[config.mk]
export PLATFORM = sky130hd
export DESIGN_NAME = serial_cfg_master
export DESIGN_NICKNAME = d
export VERILOG_FILES = /design/src/rtl/serial_cfg_master.sv
export SDC_FILE = /design/constraint.sdc
export NUM_CORES = 1
export LEC_CHECK = 0
export BUFFER_PORTS_ARGS = -buffer_cell sky130_fd_sc_hd__buf_2
export CAP_MARGIN = 20
export CORE_ASPECT_RATIO = 1.4
export CORE_UTILIZATION = 57
export CTS_CLUSTER_SIZE = 30
export DETAILED_ROUTE_END_ITERATION = 7
export PLACE_DENSITY = 0.85
export SLEW_MARGIN = 20
export SYNTH_ARGS = -nofsm -noshare
export SYNTH_HDL_FRONTEND = slang
export SYNTH_SLANG_ARGS = --single-unit
[constraint.sdc]
create_clock -name clk -period 2.1 [get_ports clk]
set_clock_uncertainty 0.05 [all_clocks]
set_input_delay 0.105 -clock clk [delete_from_list [all_inputs] [get_ports clk]]
set_output_delay 0.105 -clock clk [all_outputs]
set_load 0.02 [all_outputs]
[src/rtl/serial_cfg_master.sv]
module serial_cfg_master #(
  parameter int ADDR_W    = 26,
  parameter int REGION_W  = 24,
  parameter int WIN_BYTES = 1 << 24,
  parameter int PROG_CYC  = 16,
  parameter int TAIL_CLKS = 8
) (
  input  logic              clk,
  input  logic              rst_n,
  input  logic [3:0]        sw_cfg,
  input  logic              mgmt_start,
  output logic [ADDR_W-1:0] flash_addr,
  output logic              flash_rd,
  input  logic [7:0]        flash_data,
  input  logic              flash_valid,
  input  logic              cfg_ready,
  input  logic              cfg_finished,
  output logic              cfg_clk_o,
  output logic              cfg_clear_n,
  output logic              cfg_data,
  output logic              busy,
  output logic              cfg_ok,
  output logic              cfg_err
);

  localparam int SEL_W = ADDR_W - REGION_W;
  localparam int CNT_W = REGION_W + 1;
  localparam int PW    = $clog2(PROG_CYC + 1);
  localparam int TW    = $clog2(TAIL_CLKS + 1);

  typedef enum logic [2:0] {
    S_IDLE, S_CLEAR, S_WREADY, S_NEXT, S_FETCH, S_SHIFT, S_TAIL
  } state_t;

  state_t           state;
  logic             pwr_pend;
  logic [CNT_W-1:0] cnt;
  logic [PW-1:0]    pcnt;
  logic [TW-1:0]    tcnt;
  logic [2:0]       bidx;
  logic [6:0]       sreg;
  logic [SEL_W-1:0] sel_q;
  logic [SEL_W-1:0] sel_d;
  logic [2:0]       rev;
  logic             go;

  assign rev   = sw_cfg[3:1];
  assign sel_d = (rev == 3'd0) ? {SEL_W{1'b1}} : SEL_W'(~rev[1:0]);
  assign go    = (state == S_IDLE) && sw_cfg[0] && (pwr_pend || mgmt_start);
  assign busy  = (state != S_IDLE);
  assign flash_addr = {sel_q, cnt[REGION_W-1:0]};

  always_ff @(posedge clk) begin
    if (!rst_n) begin
      state       <= S_IDLE;
      pwr_pend    <= 1'b1;
      cnt         <= '0;
      pcnt        <= '0;
      tcnt        <= '0;
      bidx        <= '0;
      sreg        <= '0;
      sel_q       <= '0;
      flash_rd    <= 1'b0;
      cfg_clk_o   <= 1'b0;
      cfg_clear_n <= 1'b1;
      cfg_data    <= 1'b0;
      cfg_ok      <= 1'b0;
      cfg_err     <= 1'b0;
    end else begin
      pwr_pend <= 1'b0;
      flash_rd <= 1'b0;
      case (state)
        S_IDLE: begin
          if (go) begin
            state       <= S_CLEAR;
            cfg_clear_n <= 1'b0;
            pcnt        <= '0;
            cnt         <= '0;
            cfg_ok      <= 1'b0;
            cfg_err     <= 1'b0;
            sel_q       <= sel_d;
          end
        end
        S_CLEAR: begin
          pcnt <= pcnt + 1'b1;
          if (pcnt == PW'(PROG_CYC - 1)) begin
            cfg_clear_n <= 1'b1;
            state       <= S_WREADY;
          end
        end
        S_WREADY: begin
          if (cfg_ready) state <= S_NEXT;
        end
        S_NEXT: begin
          if (!cfg_ready) begin
            cfg_err <= 1'b1;
            state   <= S_IDLE;
          end else if (cfg_finished) begin
            tcnt  <= '0;
            state <= S_TAIL;
          end else if (cnt == CNT_W'(WIN_BYTES)) begin
            cfg_err <= 1'b1;
            state   <= S_IDLE;
          end else begin
            flash_rd <= 1'b1;
            state    <= S_FETCH;
          end
        end
        S_FETCH: begin
          if (!cfg_ready) begin
            cfg_err <= 1'b1;
            state   <= S_IDLE;
          end else if (flash_valid) begin
            sreg     <= flash_data[6:0];
            cfg_data <= flash_data[7];
            bidx     <= '0;
            cnt      <= cnt + 1'b1;
            state    <= S_SHIFT;
          end
        end
        S_SHIFT: begin
          if (!cfg_ready) begin
            cfg_clk_o <= 1'b0;
            cfg_err   <= 1'b1;
            state     <= S_IDLE;
          end else if (!cfg_clk_o) begin
            cfg_clk_o <= 1'b1;
          end else begin
            cfg_clk_o <= 1'b0;
            if (bidx == 3'd7) begin
              state <= S_NEXT;
            end else begin
              bidx     <= bidx + 1'b1;
              cfg_data <= sreg[6];
              sreg     <= {sreg[5:0], 1'b0};
            end
          end
        end
        S_TAIL: begin
          if (!cfg_clk_o) begin
            cfg_clk_o <= 1'b1;
          end else begin
            cfg_clk_o <= 1'b0;
            tcnt      <= tcnt + 1'b1;
            if (tcnt == TW'(TAIL_CLKS - 1)) begin
              cfg_ok <= 1'b1;
              state  <= S_IDLE;
            end
          end
        end
        default: state <= S_IDLE;
      endcase
    end
  end


  ok_err_excl_chk: assert property (@(posedge clk) disable iff (!rst_n)
    !(cfg_ok && cfg_err));


  idle_lines_chk: assert property (@(posedge clk) disable iff (!rst_n)
    !busy |-> (!cfg_clk_o && cfg_clear_n));


  data_hold_chk: assert property (@(posedge clk) disable iff (!rst_n)
    $rose(cfg_clk_o) |-> $stable(cfg_data));


  rd_pulse_chk: assert property (@(posedge clk) disable iff (!rst_n)
    flash_rd |=> !flash_rd);


  rd_window_chk: assert property (@(posedge clk) disable iff (!rst_n)
    flash_rd |-> ({1'b0, flash_addr[REGION_W-1:0]} < CNT_W'(WIN_BYTES)));


  clear_quiet_chk: assert property (@(posedge clk) disable iff (!rst_n)
    !cfg_clear_n |-> (!cfg_clk_o && !flash_rd));


  wait_ready_chk: assert property (@(posedge clk) disable iff (!rst_n)
    (state == S_WREADY && !cfg_ready) |=> (!cfg_clk_o && !flash_rd));


  disabled_chk: assert property (@(posedge clk) disable iff (!rst_n)
    (!busy && !sw_cfg[0]) |=> !busy);

endmodule

### After elaboration in Yosys (flattened, before gate mapping)

Index checks and enable logic that the tools add are counted.

| word-level totals | value |
|---|---|
| register bits | 56 |
| input bits | 18 |
| output and inout bits | 33 |
| logic and storage cells | 133 |

| operators by class | value |
|---|---|
| multiplexer cells | 59 |
| add/sub/neg operators | 4 |
| equality and inequality tests | 28 |
| bitwise logic cells | 4 |
| reduce and logical (&&, ||, !) cells | 24 |

Operator list:

| operator | count |
|---|---|
| $mux W25 | 3 |
| $mux W3 | 18 |
| $pmux W25 S2 | 1 |
| $mux W7 | 5 |
| $ne A2 B2 Y1 const B | 13 |
| $add A25 B1 Y25 const B | 1 |
| $eq A25 B25 Y1 const B | 1 |
| $pmux W3 S7 | 1 |
| $mux W1 | 17 |
| $ne A3 B3 Y1 const B | 5 |
| $pmux W7 S2 | 1 |
| $eq A3 B3 Y1 const B | 4 |
| $mux W4 | 3 |
| $reduce_and A4 Y1 | 3 |
| $reduce_bool A2 Y1 | 6 |
| $pmux W5 S2 | 1 |
| $pmux W1 S2 | 4 |
| $pmux W4 S2 | 1 |
| $reduce_and A8 Y1 | 1 |
| $eq A3 B2 Y1 const B | 2 |
| $logic_not A3 Y1 | 2 |
| $pmux W3 S2 | 1 |
| $reduce_and A6 Y1 | 1 |
| $reduce_bool A3 Y1 | 2 |
| other kinds (18) | 22 |

### Logic depth before layout (Yosys ltp)

Gate-level depths: netlist of run 1.

| depth | value |
|---|---|
| depth in word-level cells | 5 |
| depth in mapped cells | 7 |
| mapped depth without buffers | 6 |

### Worst setup path before layout of run 1

OpenSTA, ideal clock, no wires.

| timing | value |
|---|---|
| path type | reg-to-reg |
| from | reg pcnt[0] |
| to | reg state[0] |
| data required time | 1.954 ns |
| buffers on the path | 0 |
| library setup time | 0.096 ns |
| clock period less this slack | 1.741 ns |
| arrival | 1.595 ns |
| path slack | 0.359 ns |
| stages on the path, launching flop included | 7 |
| cell sequence | dfxtp_1 > ha_1 > and3_1 > ha_1 > o22ai_1 > or4_4 > o41ai_2 |

| on the way | value |
|---|---|
| cells in the longest elaborated chain, start to end | 3 |

RTL lines:

| element | line | text |
|---|---|---|
| from (decl) | 38 | `logic [PW-1:0] pcnt;` |
| from (signal assigned) | 85 | `pcnt <= pcnt + 1'b1;` |
| $eq A5 B4 Y1 | 86 | `if (pcnt == PW'(PROG_CYC - 1)) begin` |
| $ne A2 B2 Y1 (no line) | -- |  |
| $reduce_and A8 Y1 (no line) | -- |  |
| to (signal assigned) | 88 | `state <= S_WREADY;` |
| to (signal assigned) | 92 | `if (cfg_ready) state <= S_NEXT;` |
| to (signal assigned) | 97 | `state <= S_IDLE;` |
| to (decl) | 35 | `state_t state;` |

No other way between the ends.
A chain may end at the register's enable or synchronous reset.

### Worst setup path after layout of run 1

| timing | value |
|---|---|
| from | reg cnt[4] |
| to | reg cnt[17] |

| on the way | value |
|---|---|
| cells in the longest elaborated chain, start to end | 4 |

RTL lines:

| element | line | text |
|---|---|---|
| from (decl) | 37 | `logic [CNT_W-1:0] cnt;` |
| from (signal assigned) | 117 | `cnt <= cnt + 1'b1;` |
| $add A25 B1 Y25 | 117 |  |
| $mux W25 | 113 | `end else if (flash_valid) begin` |
| $mux W25 | 110 | `if (!cfg_ready) begin` |
| $pmux W25 S2 | 72 | `case (state)` |

No other way between the ends. The select of a mux whose other input is x is not followed.

==> run_results.csv, run 1 <==
group,metric,value,unit
place,pre_cts_ws,105.6,ps
worst_setup_path,critical_path_type,"reg -> reg",
synth,postSynth.topFlopCell,"sky130_fd_sc_hd__dfxtp_1",
timing,finalMaxSlewViolations,0,
timing,fin_ws,149.8,ps
timing,setup_violations,0,
synth,asyncSetResetFlopFracSynth,0,
timing,rsz0062_at_grt,"no",
routing,drt_drc_violations_left,0,
status,status,"finished clean",
global_routing,gr-total-overflow,0,
worst_setup_path,worst_ep_required_time,2290,ps
timing,timing.max_slew.rel_slack,0.5876,
worst_setup_path,setup.worst_path.end_class,"flop",
place,portBuffers,49,
clocking,cts_post_setup_buffers_inserted,0,
finish,synthToLayoutAreaGrowth,8.434,%
floorplanning,fp-row-count,31,
timing,fmax,512.8,MHz
synth,synth-edff-count,0,
routing,routedWlPerCell,15.08,um
global_routing,gr-usage-all-layers,0.2602,
global_routing,first_global_vias,2839,
finish,n_antenna_cell,0,
timing,final.setup.tns,0,ps
timing,hold_viol_final,0,
clocking,clockBufferDepth,2,
synth,ys_seq_elements,56,
worst_setup_path,setup.worst_path.start_class,"flop",
pwr,static-leakage-power,1.364,nW
floorplanning,num_io_pins,51,
worst_setup_path,cp_cell_sequence,"and4_1 > nand4_2 > or4_1 > a21oi_1",
synth,post_synthesis_net_count,415,
routing,num_vias,2928,
routing,detail-route-antenna-nets,0,
clocking,clockRootBuffer,"sky130_fd_sc_hd__clkbuf_8",
global_routing,grt_start_max_net_pins,21,
flow_run,cap_viol_max_count,0,
finish,final_net_count,443,
routing,first_pass_iters,4,
floorplanning,initial_core_util,0.6074,
floorplanning,fp.dieH,90.72,um
place,routabilityCongestion,0.8249,
synth,ys_types,56,
worst_setup_path,cp_slowest_cell,"sky130_fd_sc_hd__or4_1",
timing,worstMarginPinSlew,618.0,ps
global_routing,wire_length_of_the_first_global_routing_pass,12350,um
routing,totalWireLength,7299,um
clocking,cts_made_buffers,5,
clocking,clock_sink_count,56,
clocking,clk_pin_slew,100,ps
clocking,tritoncts,"built",
clocking,h_tree_depth,2,
clocking,clock_insertion_delay_worst_skew,300,ps
floorplanning,floorplan.die_area,5930,um2
global_routing,antenna_found_initial,0,
finish,post_route_cells_drive_above_1_share,0.1986,
pwr,p_per_area,723.9,nW/um2
worst_setup_path,critPathMaxStageDelay,600,ps
floorplanning,core_region_area,5275,um2
routing,drtIter0Drc,195,
timing,final_period_minus_worst_setup_slack,1950,ps
worst_hold_path,hold_path.class,"in -> reg",
pwr,power.ir.vdd_worst,385.3,uV
synth,syn_warnings,0,
timing,min_period_over_period,0.9287,
routing,vias_per_cell,6.050,
place,detailed_place_hpwl,5399,um
worst_setup_path,critPathArrivalTime,2140,ps
synth,postSynthCellCount,390,
worst_setup_path,crit_fanout,16,
floorplanning,chipWidth,65.37,um
synth,syn_avg_cell_area,8.216,um2
synth,synth_sequential_area_ratio,0.3499,
synth,synthesis.area,3204,um2
[kinds of logic (layout without fill, tap and decap cells)]
group,count (synthesis),in the layout,synth area share
buf+inv,60,88,0.1058
mux,10,10,0.03124
xor+xnor,6,6,0.01640
fa+ha+maj,7,7,0.02733
flops,56,56,0.3499
compound gates,84,84,0.1718
simple gates,167,167,0.2975
[layout by cell type, fill, tap and decap left out, types with 9 or more instances in the layout]
cell,instances
sky130_fd_sc_hd__buf_4,17
sky130_fd_sc_hd__mux2i_1,10
sky130_fd_sc_hd__nor2_1,28
sky130_fd_sc_hd__or4_1,9
sky130_fd_sc_hd__o21ai_0,13
sky130_fd_sc_hd__a21oi_1,30
sky130_fd_sc_hd__dfxtp_1,55
sky130_fd_sc_hd__inv_1,11
sky130_fd_sc_hd__o31ai_1,10
sky130_fd_sc_hd__nand2_1,41
sky130_fd_sc_hd__nand3_1,13
sky130_fd_sc_hd__buf_2,49
sky130_fd_sc_hd__nand2b_1,9
[flip-flops by register name (all words and copies together) (netlist names), 2 cells and up]
signal	flops
pcnt	5
sreg	7
bidx	3
tcnt	4
state	3
cnt	25
sel_q	2
[layer usage]
metal	GRT usage	part of all wire	wire length, um	vias to the layer above
met3	0.04293	0.034	246	16
met2	0.4682	0.54	3915	62
met4	0.1232	0.022	160	0
li1	-	-	-	1442
met5	0	0	0	-
met1	0.2858	0.41	2976	1408
[stage by stage]
stage / util / power (mW) / hold slack (ps) / cell area [um2] / cells
final: 0.6587 / 2.515 / 13.02 / 3475 / 484
after global routing: 0.6587 / 2.654 / 4.985 / 3475 / 484
after CTS: 0.6584 / 2.512 / 7.342 / 3473 / 484
after detailed placement: 0.6380 / 1.953 / 246.0 / 3366 / 474
after global placement: 0.6380 / 1.921 / 238.6 / 3366 / 474
after floorplan: - / 1.736 / 131.7 / 3204 / 390
[cell type report]
class | instances | area [um2]
multi-input cells | 274 | 1744
inverters | 12 | 45.04
flip-flops and latches | 56 | 1122
well taps | 66 | 82.58
clock buffers | 6 | 72.57
fillers | 483 | 1800
clock inverters | 1 | 5.005
repair buffers | 69 | 402.9
[final timing paths]
check | startpoint | to | slack [ps] | cells after the start
max | cnt[4]$_SDFFE_PN0P_ | cnt[17]$_SDFFE_PN0P_ | 150 | 4
min | flash_data[1] | sreg[1]$_SDFFE_PN0P_ | 10 | 3
max reg2reg | cnt[4]$_SDFFE_PN0P_ | cnt[17]$_SDFFE_PN0P_ | 150 | 4
min reg2reg | cfg_ok$_SDFFE_PN0P_ | cfg_ok$_SDFFE_PN0P_ | 410 | 2
[critical path: cells and delay by family (launching register included)]
kind / cells / cell delay, ps
compound gates: 1 / 160
flops: 1 / 480
simple gates: 3 / 1200
[synthesized netlist by cell type (2+ instances only)]
| master | number | area [um2] |
|---|---|---|
| sky130_fd_sc_hd__a21oi_1 | 30 | 150.1 |
| sky130_fd_sc_hd__clkbuf_1 | 13 | 48.80 |
| sky130_fd_sc_hd__xor2_1 | 4 | 35.03 |
| sky130_fd_sc_hd__and2_1 | 4 | 25.02 |
| sky130_fd_sc_hd__or3_1 | 7 | 43.79 |
| sky130_fd_sc_hd__mux2i_1 | 10 | 100.1 |
| sky130_fd_sc_hd__nand4_1 | 7 | 43.79 |
| sky130_fd_sc_hd__nor4_1 | 8 | 50.05 |
| sky130_fd_sc_hd__nand3_1 | 13 | 65.06 |
| sky130_fd_sc_hd__nor2b_1 | 3 | 18.77 |
| sky130_fd_sc_hd__nand3b_1 | 7 | 52.55 |
| sky130_fd_sc_hd__buf_4 | 26 | 195.2 |
| sky130_fd_sc_hd__a31oi_1 | 2 | 12.51 |
| sky130_fd_sc_hd__buf_2 | 7 | 35.03 |
| sky130_fd_sc_hd__and3_1 | 6 | 37.54 |
| sky130_fd_sc_hd__nor2_1 | 28 | 105.1 |
| sky130_fd_sc_hd__o31ai_1 | 10 | 75.07 |
| sky130_fd_sc_hd__o2111ai_1 | 4 | 35.03 |
| sky130_fd_sc_hd__a211oi_1 | 4 | 30.03 |
| sky130_fd_sc_hd__o21ai_0 | 13 | 65.06 |
| sky130_fd_sc_hd__xnor2_1 | 2 | 17.52 |
| sky130_fd_sc_hd__nand2b_1 | 9 | 56.30 |
| sky130_fd_sc_hd__or3b_1 | 2 | 17.52 |
| sky130_fd_sc_hd__and4_1 | 5 | 43.79 |
| sky130_fd_sc_hd__nand2_1 | 41 | 153.9 |
| sky130_fd_sc_hd__o211ai_1 | 5 | 37.54 |
| sky130_fd_sc_hd__and3b_1 | 3 | 26.28 |
| sky130_fd_sc_hd__a311oi_1 | 7 | 61.31 |
| sky130_fd_sc_hd__or4_1 | 9 | 67.56 |
| sky130_fd_sc_hd__dfxtp_1 | 56 | 1121 |
| sky130_fd_sc_hd__ha_1 | 7 | 87.58 |
| sky130_fd_sc_hd__inv_1 | 11 | 41.29 |
| sky130_fd_sc_hd__o22ai_1 | 2 | 12.51 |
| sky130_fd_sc_hd__nor4b_1 | 3 | 26.28 |
[timing repair]
action | CTS | global route
hold buffers | 3 | 0
resized for setup | 0 | 1
endpoints found under the setup margin | 0 | 3
endpoints found under the hold margin | 3 | 0
[report_power, final]
group | total [mW] | switching (mW) | internal [mW]
clock | 0.568 | 0.340 | 0.228
combinational | 0.743 | 0.427 | 0.317
sequential | 1.20 | 0.0860 | 1.12
No activity file was read; power rests on OpenSTA's default activity.
==> run 2: changes to the inputs <==
--- a/config.mk
+++ b/config.mk
@@ -12,6 +12,7 @@
 export CTS_CLUSTER_SIZE = 30
 export DETAILED_ROUTE_END_ITERATION = 7
 export PLACE_DENSITY = 0.85
+export REMOVE_ABC_BUFFERS = 1
 export SLEW_MARGIN = 20
 export SYNTH_ARGS = -nofsm -noshare
 export SYNTH_HDL_FRONTEND = slang
==> constraint.sdc (replaced) <==
create_clock -name clk -period 1.8 [get_ports clk]
set_clock_uncertainty 0.05 [all_clocks]
set_input_delay 0.09 -clock clk [delete_from_list [all_inputs] [get_ports clk]]
set_output_delay 0.09 -clock clk [all_outputs]
set_load 0.02 [all_outputs]
==> run 2 against run 1 <==
  * The run now ends with setup timing left
  * Sequential power grew 17%
  * Critical path type unchanged
  * Largest cell class unchanged
  * Critical path depth grew 1
  * Wire length grew 15%
==> run_results.csv, run 2 (synthesis gave the netlist of run 1 again) <==
group,metric,value,unit
status,status,"complete, but fails checks",
status,failed_checks,"setup timing",
finish,count_of_fill_cells_added_during_filler_insertion,383,
timing,min_period_over_period,1.008,
clocking,clockRootBuffer,"sky130_fd_sc_hd__clkbuf_8",
clocking,tritoncts,"built",
timing,hold_viol_final,0,
global_routing,wire_length_of_the_first_global_routing_pass,12630,um
pwr,p_per_area,820.0,nW/um2
finish,synthToLayoutAreaGrowth,24.56,%
worst_setup_path,critPathArrivalTime,2040,ps
timing,worstMarginPinSlew,502.0,ps
floorplanning,fp.dieH,90.72,um
place,routabilityCongestion,0.8730,
worst_setup_path,critical_path_type,"reg -> reg",
global_routing,first_global_vias,2862,
worst_setup_path,worst_ep_required_time,2020,ps
worst_setup_path,setup.worst_path.start_class,"flop",
finish,largest_register_ff_count,25,
timing,final.setup.tns,-29.00,ps
worst_hold_path,worst_hold_startpoint,"flash_data[0]",
worst_setup_path,cp_cell_sequence,"buf_4 > nor3b_4 > o211ai_4 > or4_1 > a21oi_1",
place,placed_cell_area,3573,um2
finish,n_antenna_cell,0,
finish,layout_top_registers,"cnt x25, sreg x7, pcnt x5",
floorplanning,chipWidth,65.37,um
routing,detail-route-antenna-nets,0,
timing,fin_ws,-14.69,ps
flow_run,cap_viol_max_count,0,
floorplanning,floorplan.die_area,5930,um2
worst_hold_path,hold_path.class,"in -> reg",
worst_setup_path,critical_path.n_buffers_inverters,1,
worst_setup_path,critical_path.top_delay_family,"simple AND/OR/NAND/NOR gates",
clocking,clockBufferDepth,2,
worst_setup_path,cp_slowest_cell,"sky130_fd_sc_hd__or4_1",
floorplanning,num_io_pins,51,
timing,timing.max_slew.rel_slack,0.6622,
finish,stdcell_area,3991,um2
finish,final_core_utilization,0.7566,
timing,rsz0062_at_grt,"yes",
clocking,clk_pin_slew,110,ps
worst_setup_path,crit_fanout,12,
routing,first_pass_iters,5,
pwr,report.power.total,3.273,mW
finish,post_route_cells_drive_above_1_share,0.3122,
clocking,clock_insertion_delay_worst_skew,330,ps
routing,totalWireLength,8411,um
pwr,static-leakage-power,1.582,nW
clocking,h_tree_depth,2,
finish,final_net_count,482,
routing,num_vias,3161,
worst_setup_path,setup.worst_path.end_class,"flop",
routing,drtIter0Drc,157,
worst_setup_path,critPathMaxStageDelay,520,ps
timing,setup_violations,2,
worst_setup_path,cp-startpoint,"state[0]$_SDFFE_PN0P_",
timing,final_period_minus_worst_setup_slack,1815,ps
global_routing,gr-usage-all-layers,0.2668,
timing,finalMaxSlewViolations,0,
timing,fmax,551.1,MHz
pwr,power.ir.vdd_worst,547.1,uV
clocking,cts_made_buffers,5,
floorplanning,core_region_area,5275,um2
clocking,clock_sink_count,56,
finish,layout_common_cells,"sky130_fd_sc_hd__buf_2, sky130_fd_sc_hd__dfxtp_1, sky130_fd_sc_hd__buf_4",
place,detailed_place_hpwl,5478,um
routing,drt_drc_violations_left,0,
routing,routedWlPerCell,16.05,um
finish,layout.cells.most_common,"sky130_fd_sc_hd__buf_2",
global_routing,antenna_found_initial,0,
place,placed_cells,500,
worst_setup_path,rr_startpoint,"state[0]$_SDFFE_PN0P_",
finish,regMostFlops,"cnt",
place,portBuffers,49,
floorplanning,initial_core_util,0.6074,
global_routing,grt_start_max_net_pins,24,
floorplanning,fp-row-count,31,
routing,vias_per_cell,6.032,
global_routing,gr-total-overflow,0,
finish,final_cells,524,
[run 2: per-stage QoR]
| step | setup WS (ps) | hold WS (ps) |
|---|---|---|
| 2_1_floorplan | -324.1 | 111.8 |
| 3_3_place_gp | -1.989 | 222.1 |
| 3_5_place_dp | -81.42 | 223.5 |
| 4_1_cts | -73.36 | 89.03 |
| 5_1_grt | -83.15 | 90.84 |
| 6_report | -14.69 | 100.1 |
[run 2: cell type report]
class / instances / area (um2) / share of cell area
Clock buffer: 5 / 68.82 / 0.01724
Sequential cell: 56 / 1139 / 0.2853
Timing Repair Buffer: 108 / 730.7 / 0.1831
Tap cell: 66 / 82.58 / 0.02069
Clock inverter: 3 / 26.28 / 0.006583
Multi-Input combinational cell: 274 / 1899 / 0.4759
Inverter: 12 / 45.04 / 0.01129
[run 2: final timing paths]
| check | to | slack, ps | cells past startpoint |
|---|---|---|---|
| setup reg to reg | cnt[23]$_SDFFE_PN0P_ | -10 | 5 |
| setup / recovery | cnt[23]$_SDFFE_PN0P_ | -10 | 5 |
| hold reg to reg | cfg_ok$_SDFFE_PN0P_ | 420 | 2 |
| hold / removal | sreg[0]$_SDFFE_PN0P_ | 100 | 4 |
[run 2: tightest hold or removal path: stages]
cell                      delay, ps
sky130_fd_sc_hd__buf_2           70
sky130_fd_sc_hd__nand2_1         40
sky130_fd_sc_hd__o22ai_1        100
sky130_fd_sc_hd__and2_1         130
[run 2: repair_timing]
action / CTS / global route
gates resized for setup: 4 / 37
hold buffers: 11 / 0
hold endpoints to repair: 11 / 0
setup endpoints to repair: 8 / 34
cloned: 0 / 2
pin swaps: 0 / 7
buffers inserted: 0 / 3
[run 2: metal layers]
| metal | vias to the layer above | wire length (um) | GRT usage |
|---|---|---|---|
| met1 | 1509 | 3244 | 0.2885 |
| li1 | 1524 | - | - |
| met5 | - | 0 | 0 |
| met3 | 24 | 386 | 0.04167 |
| met4 | 0 | 260 | 0.1250 |
| met2 | 104 | 4520 | 0.4871 |
[run 2: power by group]
| part | leakage (nW) | internal, mW | switching, mW |
|---|---|---|---|
| logic | 1.08 | 0.526 | 0.612 |
| clock network | 0.0487 | 0.285 | 0.447 |
| registers | 0.458 | 1.31 | 0.0914 |
